### src/rtl/frame_gen_pkg.sv
package frame_gen_pkg;
  typedef enum logic {
    SHAPE_PULSE = 1'b0,
    SHAPE_LEVEL = 1'b1
  } shape_e;
endpackage

### src/rtl/frame_rst_sync.sv
module frame_rst_sync #(
  parameter int STAGES = 2
) (
  input  logic clk,
  input  logic rst_n,
  output logic rst_n_sync
);
  logic [STAGES-1:0] chain_q;
  logic [STAGES-1:0] chain_d;

  always_comb begin
    chain_d = {chain_q[STAGES-2:0], 1'b1};
  end

  always_ff @(posedge clk or negedge rst_n) begin
    if (!rst_n) chain_q <= '0;
    else        chain_q <= chain_d;
  end

  assign rst_n_sync = chain_q[STAGES-1];
endmodule

### src/rtl/frame_txn_counter.sv
module frame_txn_counter #(
  parameter int LEN_W = 4
) (
  input  logic             clk,
  input  logic             rst_n,
  input  logic             clear,
  input  logic             txn,
  input  logic [LEN_W-1:0] limit,
  output logic             wrap
);
  logic [LEN_W-1:0] cnt_q;
  logic [LEN_W-1:0] cnt_d;
  logic             cnt_en;

  // group completes when the count already reached meets the limit
  assign wrap   = txn && (cnt_q >= limit);
  assign cnt_en = clear || txn;

  always_comb begin
    cnt_d = cnt_q;
    if (clear)     cnt_d = '0;
    else if (wrap) cnt_d = '0;
    else if (txn)  cnt_d = cnt_q + 1'b1;
  end

  always_ff @(posedge clk or negedge rst_n) begin
    if (!rst_n)      cnt_q <= '0;
    else if (cnt_en) cnt_q <= cnt_d;
  end
endmodule

### src/rtl/frame_shaper.sv
module frame_shaper
  import frame_gen_pkg::*;
(
  input  logic   clk,
  input  logic   rst_n,
  input  logic   enable,
  input  shape_e shape,
  input  logic   wrap,
  output logic   frame
);
  logic frame_q;
  logic frame_d;

  always_comb begin
    frame_d = frame_q;
    if (!enable) begin
      frame_d = 1'b0;
    end else begin
      unique case (shape)
        SHAPE_PULSE: frame_d = wrap;
        SHAPE_LEVEL: frame_d = wrap ? ~frame_q : frame_q;
        default:     frame_d = 1'b0;
      endcase
    end
  end

  always_ff @(posedge clk or negedge rst_n) begin
    if (!rst_n) frame_q <= 1'b0;
    else        frame_q <= frame_d;
  end

  assign frame = frame_q;
endmodule

### src/rtl/frame_gen.sv
module frame_gen
  import frame_gen_pkg::*;
#(
  parameter int LEN_W       = 4,
  parameter int SYNC_STAGES = 2
) (
  input  logic             clk,
  input  logic             rst_n,
  input  logic             enable,
  input  logic             shape,
  input  logic [LEN_W-1:0] len,
  input  logic             rd_strb,
  input  logic             wr_strb,
  output logic             frame
);
  logic   rst_n_int;
  logic   txn;
  logic   wrap;
  shape_e shape_sel;

  // one transaction per strobed clock, whichever strobes are high
  assign txn       = rd_strb | wr_strb;
  assign shape_sel = shape_e'(shape);

  frame_rst_sync #(.STAGES(SYNC_STAGES)) u_rst_sync (
    .clk        (clk),
    .rst_n      (rst_n),
    .rst_n_sync (rst_n_int)
  );

  frame_txn_counter #(.LEN_W(LEN_W)) u_counter (
    .clk   (clk),
    .rst_n (rst_n_int),
    .clear (!enable),
    .txn   (txn),
    .limit (len),
    .wrap  (wrap)
  );

  frame_shaper u_shaper (
    .clk    (clk),
    .rst_n  (rst_n_int),
    .enable (enable),
    .shape  (shape_sel),
    .wrap   (wrap),
    .frame  (frame)
  );
endmodule

### config.mk
export PLATFORM = sky130hd
export DESIGN_NAME = frame_gen
export DESIGN_NICKNAME = d
export VERILOG_FILES = /design/src/rtl/frame_gen_pkg.sv /design/src/rtl/frame_rst_sync.sv /design/src/rtl/frame_txn_counter.sv /design/src/rtl/frame_shaper.sv /design/src/rtl/frame_gen.sv
export SDC_FILE = /design/constraint.sdc
export NUM_CORES = 1
export LEC_CHECK = 0
export ABC_AREA = 1
export BUFFER_PORTS_ARGS = -buffer_cell sky130_fd_sc_hd__buf_2
export CAP_MARGIN = 15
export CORE_AREA = 2 2 39 41
export DETAILED_ROUTE_END_ITERATION = 7
export DIE_AREA = 0 0 41 43
export MAX_ROUTING_LAYER = met4
export PLACE_DENSITY = 0.57
export SETUP_SLACK_MARGIN = 0.1
export SLEW_MARGIN = 10
export SYNTH_ARGS = -nofsm -noshare
export SYNTH_HDL_FRONTEND = slang
export SYNTH_SLANG_ARGS = --single-unit
### constraint.sdc
create_clock -name clk -period 0.8 [get_ports clk]
set_input_delay 0.08 -clock clk [delete_from_list [all_inputs] [get_ports clk]]
set_output_delay 0.08 -clock clk [all_outputs]
set_load 0.05 [all_outputs]
# == After elaboration in Yosys (flattened, before gate mapping) ==
# Index checks and enable logic that the tools add are counted.
# word_totals
regBits,7
# op_classes
n_mux,6
bitwise,3
addsub,1
n_reduce_logical,4
magnitude_cmp,1
n_eq_ne,2
# op_table
op,count
$mux 4,3
$add 4x1->4 const B,1
$ge 4x4->1,1
$ne 3x1->1 const B,1
$ne 3x2->1 const B,1
$mux 1,2
$not 1->1,2
$pmux 1 s2,1
$reduce_and 2->1,1
$logic_and 1x1->1,1
$logic_not 1->1,1
$logic_or 1x1->1,1
$or 1x1->1,1

# == Longest topological paths before layout ==
# Gate-level depths: netlist of the first run.
# depth
depth_word,5
ltp_mapped,11
depth_no_buf,11

# == Hierarchy ==
# A second synthesis of the first run with hierarchy kept.
# unflattened
hier_cells,59
area_unflattened_um2,474.2
# by_module_without_submodules
module,area_per_inst_um2,n_inst,cells_each,seq_area_each_um2
frame_txn_counter,362.8,1,47,100.1
frame_rst_sync,53.8,1,3,50.0
frame_shaper,42.5,1,5,25.0
frame_gen,15.0,1,4,0.0

# == Worst setup path before layout of the first run ==
# No wires, ideal clock.
# synth_timing
path_kind,flip-flop to flip-flop
startpoint,register u_counter.cnt_q[3]
endpoint,"register u_shaper.frame_q, in the netlist u_shaper.frame"
required_ns,0.682
path_slack_ns,-0.483
stages_incl_launch_ff,8
path_buffers,0
setup_ns,0.118
arrival_time_ns,1.166
path_cell_list,dfrtp_1 > ha_1 > a21oi_1 > nand3_1 > nand2_2 > nand2_1 > nand2_1 > nor2_2
# synth_between
elab_chain_cells,4
elab_cells_between_ends,5
classes_between,order compare (1); eq/ne (1); mux (2); reduce/logical (1)
# synth_rtl
element,line_no,source
"start, declared",frame_txn_counter.sv:11,logic [LEN_W-1:0] cnt_q;
"start signal, assigned",frame_txn_counter.sv:28,else if (cnt_en) cnt_q <= cnt_d;
$ge 4x4->1 *,frame_txn_counter.sv:16,assign wrap = txn && (cnt_q >= limit);
$logic_and 1x1->1 *,frame_txn_counter.sv:16,
$pmux 1 s2,frame_shaper.sv:19,unique case (shape)
$mux 1,frame_shaper.sv:16,if (!enable) begin
"end signal, assigned",frame_shaper.sv:29,else frame_q <= frame_d;
"end, declared",frame_shaper.sv:11,logic frame_q;
# Mark *: on every way between the ends. The rest lies on a longest branch, timed or not.
# A chain may end at the register's enable or synchronous reset.

# == Final worst setup path of the first run ==
# Ends and elaborated chain as after synthesis.

==> flow_summary.json, run 1 <==
{
  "crit_chain": "ha_4 -> a21oi_4 -> nand3_2 -> nand2_2 -> nand2_1 -> nand2_1 -> nor2_2",
  "seqPwrFrac_pct": 42.0,
  "synth_top_area_cell": "dfrtp_1",
  "met1_length_um": 343,
  "fin_worst_skew_ns": 0.00134,
  "fillers": 148,
  "grtUsageTotal_pct": 11.9,
  "hold_viol_final": 0,
  "area_growth_pct": 48.7,
  "p_total_uw": 958,
  "overflow": 0,
  "clk_latency_ns": 0.24,
  "setup_viol": 6,
  "cts_tree": "yes",
  "place_hpwl_um": 604,
  "drc_errors": 0,
  "critPathSlowestCell": "dfrtp_1",
  "drive_above_1_share_pct": 38.9,
  "synthTopCellsByArea": "dfrtp_1, ha_1, nand2_1",
  "switching_share_pct": 28.2,
  "utilization_pct": 45.0,
  "yosys_most_used_dff": "dfrtp_1",
  "clockPowerShare_pct": 32.4,
  "status": "finished, violations left",
  "synthArstFlopShare_pct": 100,
  "cts_sinks": 7,
  "syn_inst": 53,
  "synthMostInstantiatedCell": "nand2_1",
  "drv_slew": 0,
  "internal_power_uw": 688,
  "rows": 14,
  "crit_fanout": 3,
  "core_mm2": 0.00138,
  "nets": 88,
  "crit_path_end_kind": "flop",
  "drv_cap": 0,
  "violations": "setup timing",
  "grt_max_degree": 6,
  "die_x_um": 41,
  "postCtsSetupBuffers": 0,
  "fin_cells": 88,
  "worstPathRequired_ns": 0.94,
  "synth_cell_types": 14,
  "syn_area_um2": 419,
  "p_comb_share_pct": 25.5,
  "dr_wl_met3_um": 41,
  "pin_count": 11,
  "clk_pin_slew_worst_paths_ns": 0.05,
  "dr_wl_met2_um": 420,
  "rsz0062_at_grt": "true",
  "synth-edff-count": 0,
  "hold_path_class": "reg -> async",
  "wl_um": 812,
  "highest_layer": "met4",
  "synth_warnings": 0,
  "crit_path_start_kind": "flop",
  "ant_nets": 0,
  "syn_nets": 68,
  "p_sw_uw": 271,
  "die_area_mm2": 0.00176,
  "finalSetupTns_ns": -2.24,
  "wire_per_inst_um": 9.23,
  "viasPerCell": 4.26,
  "max_stage_delay_ns": 0.41,
  "clk_path_buf_depth": 2,
  "clock-root-buffer": "clkbuf_4",
  "synth_common_cells": "nand2_1, inv_1, dfrtp_1",
  "initial_utilization_pct": 30.3,
  "ir_drop_v": 0.000702,
  "antennaDiodeCount": 0,
  "p_per_area_mw_per_mm2": 1540,
  "setup_slack_ns": -0.477,
  "htree_levels": 1,
  "total_leakage_power_uw": 0.000335,
  "cp.arrival_ns": 1.42,
  "ys_seq_area_share_pct": 41.8,
  "crit_top_cell": "nand2_1",
  "route.vias.total": 375,
  "antenna_found_initial": 0,
  "min_period_over_period_pct": 160,
  "min_period_ns": 1.28,
  "fmax_mhz": 783,
  "worstSetupPathType": "reg -> reg",
  "io_buffers": 10,
  "drt_iter0_markers": 0,
  "gp_congestion": 0.763,
  "cts_buffers": 3,
  "dp_cells": 83,
  "first_global_vias": 355,
  "drt_pass1_iterations": 1,
  "synth_seq_cells": 7,
  "die_y_um": 43,
  "grt_pass1_wl_mm": 1.34,
  "synth_top_area_share_pct": 41.8,
  "syn_avg_cell_area_um2": 7.91
}
metrics by stage:
step	setup WS [ns]	hold WS, ns	cell area [um^2]
after floorplan	-0.438	-0.216	435
after global placement	-0.496	-0.134	536
after detailed placement	-0.507	-0.133	536
after CTS	-0.504	0.0797	598
after global routing	-0.557	0.0986	623
final	-0.477	0.0757	623
metal layers:
| metal | up-vias | track usage, % |
|---|---|---|
| met5 | - | - |
| met4 | 0 | 10.0 |
| met3 | 2 | 2.09 |
| met2 | 6 | 16.3 |
| met1 | 166 | 14.4 |
| li1 | 201 | - |
sequential cells by signal (all words and copies together) (netlist names):
| signal | cells |
|---|---|
| u_counter.cnt_q | 4 |
| u_rst_sync.chain_q | 2 |
| u_shaper.frame | 1 |
cell type report:
type	count	area, um^2	share of cell area, %
tap	16	20.0	3.21
clock buffer	4	26.3	4.22
timing repair buffer	15	96.3	15.5
multi-input combinational	35	264	42.4
sequential	7	175	28.1
inverter	11	41.3	6.63
final timing paths:
| path | slack [ns] | startpoint | end | cells after the start |
|---|---|---|---|---|
| worst max-delay path | -0.48 | u_counter.cnt_q[3] | u_shaper.frame | 7 |
| worst min-delay path | 0.08 | u_rst_sync.chain_q[1] | u_counter.cnt_q[3] | 0 |
| worst max register to register | -0.48 | u_counter.cnt_q[3] | u_shaper.frame | 7 |
| worst min register to register | 0.08 | u_rst_sync.chain_q[1] | u_counter.cnt_q[3] | 0 |
| max in group asynchronous | 0.55 | u_rst_sync.chain_q[1] | u_counter.cnt_q[2] | 0 |
| min in group clk | 0.09 | enable | u_counter.cnt_q[2] | 3 |
layout by cell type, fill, tap and decap left out, types with 2 or more instances in the layout:
cell type,Yosys,routed
inv_1,10,10
ha_1,5,2
nand2_1,13,11
nand2_2,1,3
o21ai_1,3,3
ha_4,0,3
xor2_1,2,2
nand4_1,2,2
clkbuf_4,0,3
nor2_1,4,3
dfrtp_1,7,7
buf_4,0,4
nor2_2,1,2
buf_2,0,9
worst max-delay path: cells and delay by family, from the launching register on:
kind,cells,cell delay (ns)
DFF,1,0.41
adders and majority gates,1,0.28
AOI/OAI and AO/OA,1,0.14
and+or+nand+nor,5,0.34
cells by family (layout without fill, tap and decap cells):
kind of cell / after synthesis / after routing / synth area share, %
fa+ha+maj: 5 / 5 / 14.9
other cells: 1 / 1 / 0.895
compound gates: 4 / 4 / 4.77
buf+inv: 11 / 30 / 9.85
flops: 7 / 7 / 41.8
simple gates: 23 / 23 / 23.6
xor+xnor: 2 / 2 / 4.18
power by group through the flow:
stage                     sequential [uW]  combinational, uW  clock (uW)
after global routing                  406                284         354
final                                 403                245         311
after global placement                402                207           0
after detailed placement              403                209           0
after CTS                             400                230         335
after floorplan                       424                109           0
what timing repair did:
item | 4_1_cts | 5_1_grt
hold buffers | 1 | 0
setup endpoints to repair | 6 | 6
resized for setup | 5 | 5
hold endpoints to repair | 2 | 0
pin swaps | 2 | 9
(Power assumes the default switching activity.)
==> run 2, diff against run 1 <==
Settings changed: ABC_AREA 1 to unset, PLACE_DENSITY 0.57 to 0.59.
==> run 2 against run 1 <==
Critical endpoint unchanged. First-iteration DRC count up 5. The run still ends with setup timing left. Worst hold slack worse by 0.022 ns. Highest routed layer unchanged. Setup slack worse by 0.34 ns.
==> flow_summary.json, run 2 <==
{
  "status": "finished, violations left",
  "violations": "setup timing",
  "wl_um": 979,
  "ys_seq_area_share_pct": 39.8,
  "syn_avg_cell_area_um2": 10.0,
  "yosys_most_used_dff": "dfrtp_1",
  "syn_area_um2": 440,
  "core_mm2": 0.00138,
  "grt_max_degree": 10,
  "synth_seq_cells": 7,
  "largest_reg_flops": 4,
  "setup_viol": 6,
  "die_y_um": 43,
  "clk_pin_slew_worst_paths_ns": 0.05,
  "rsz0062_at_grt": "true",
  "drive_above_1_share_pct": 40.3,
  "reg2reg_depth": 7,
  "place_hpwl_um": 730,
  "clock-root-buffer": "clkbuf_4",
  "fin_cells": 83,
  "synthTopCellsByArea": "dfrtp_1, ha_1, a2111oi_4",
  "drc_errors": 0,
  "synth-edff-count": 0,
  "layout_common_cells": "buf_2, buf_4, dfrtp_1",
  "die_area_mm2": 0.00176,
  "largest-register": "u_counter.cnt_q",
  "route.vias.total": 406,
  "cts_sinks": 7,
  "worstPathRequired_ns": 0.94,
  "total_leakage_power_uw": 0.000309,
  "fin_hold_ws_ns": 0.0539,
  "ant_nets": 0,
  "postCtsSetupBuffers": 0,
  "hold_viol_final": 0,
  "die_x_um": 41,
  "syn_inst": 44,
  "nets": 83,
  "cp.arrival_ns": 1.76,
  "crit_path_end_kind": "flop",
  "min_period_over_period_pct": 202,
  "fmax_mhz": 618,
  "clk_path_buf_depth": 2,
  "overflow": 0,
  "synth_warnings": 0,
  "drt_pass1_iterations": 4,
  "antennaDiodeCount": 0,
  "crit_fanout": 7,
  "pin_count": 11,
  "dp_cells": 78,
  "syn_nets": 59,
  "fin_worst_skew_ns": 0.00101,
  "io_buffers": 10,
  "drv_slew": 0,
  "grtUsageTotal_pct": 15.0,
  "crit_path_start_kind": "flop",
  "p_per_area_mw_per_mm2": 1580,
  "finalSetupTns_ns": -4.09,
  "synth_cell_types": 21,
  "viasPerCell": 4.89,
  "initial_utilization_pct": 31.8,
  "cts_tree": "yes",
  "ir_drop_v": 0.000844,
  "area_growth_pct": 45.5,
  "drt_iter0_markers": 5,
  "wire_per_inst_um": 11.8,
  "synthMostInstantiatedCell": "dfrtp_1",
  "rows": 14,
  "htree_levels": 1,
  "fillers": 145,
  "grt_pass1_wl_mm": 1.68,
  "clk_latency_ns": 0.25,
  "setup_slack_ns": -0.818,
  "hold_depth": 2,
  "cts_buffers": 3,
  "first_global_vias": 393,
  "gp_congestion": 0.775,
  "hold_path_class": "in -> reg",
  "antenna_found_initial": 0,
  "drv_cap": 0,
  "worstSetupPathType": "reg -> reg",
  "synthArstFlopShare_pct": 100,
  "synth_top_area_share_pct": 39.8,
  "synth_top_area_cell": "dfrtp_1",
  "min_period_ns": 1.62,
  "final_common_cell": "buf_2",
  "synth_common_cells": "dfrtp_1, ha_1, inv_1"
}
[run 2: area by class of cell]
class	instances	area, um^2	area share (%)
Clock buffer	4	26.3	4.10
Inverter	5	18.8	2.93
Multi-Input combinational cell	32	265	41.4
Sequential cell	7	176	27.5
Tap cell	16	20.0	3.13
Timing Repair Buffer	19	134	20.9
[run 2: metrics by stage]
stage / cell area, um^2 / power, uW / utilization, % / setup WS, ns
6_report: 641 / 1010 / 46.3 / -0.818
5_1_grt: 641 / 1080 / 46.3 / -0.921
3_3_place_gp: 571 / 659 / 41.2 / -0.805
4_1_cts: 621 / 1010 / 44.8 / -0.832
2_1_floorplan: 440 / 553 / - / -0.812
3_5_place_dp: 571 / 667 / 41.2 / -0.834
[run 2: worst max-delay path: stages (launching register included)]
cell and delay [ns]:
dfrtp_1 0.34, inv_1 0.04, ha_1 0.26, nand2b_4 0.12
a2111oi_4 0.06, buf_4 0.16, o311a_2 0.36, o21a_1 0.16
[run 2: report_power, final]
group	internal, uW	leakage [uW]	switching (uW)
logic	156	0.000205	134
registers	377	0.0000896	19.7
clock network	190	0.0000150	132
total	724	0.000309	286
[run 2: worst paths after layout]
check                                      start                 end  slack, ns
setup / recovery              u_counter.cnt_q[0]      u_shaper.frame      -0.82
hold / removal                            enable      u_shaper.frame       0.05
setup reg to reg              u_counter.cnt_q[0]      u_shaper.frame      -0.82
hold reg to reg            u_rst_sync.chain_q[1]  u_counter.cnt_q[3]       0.09
max in group asynchronous  u_rst_sync.chain_q[1]  u_counter.cnt_q[2]       0.51
min in group asynchronous  u_rst_sync.chain_q[1]  u_counter.cnt_q[3]       0.09
[run 2: logic make-up (layout without fill, tap and decap cells)]
logic type	Yosys count	in the layout	share of synthesized area, %
other cells	1	1	0.851
flops	7	7	39.8
buf+inv	5	28	4.26
fa+ha+maj	5	5	14.2
simple gates	12	12	14.5
compound gates	14	14	26.4
[run 2: what timing repair did]
action	4_1_cts	5_1_grt
endpoints found under the hold margin	2	0
gates cloned	0	0
setup endpoints to repair	6	6
gates resized for setup	4	4
pin swaps	3	2
hold buffers	1	0
[run 2: metal layers]
metal  vias to the layer above  track usage, %  wire, um
li1                        207               -         -
met1                       180            19.4       438
met2                        17            20.3       451
met3                         2            3.14        76
met4                         0            10.0        12
met5                         -               -         0
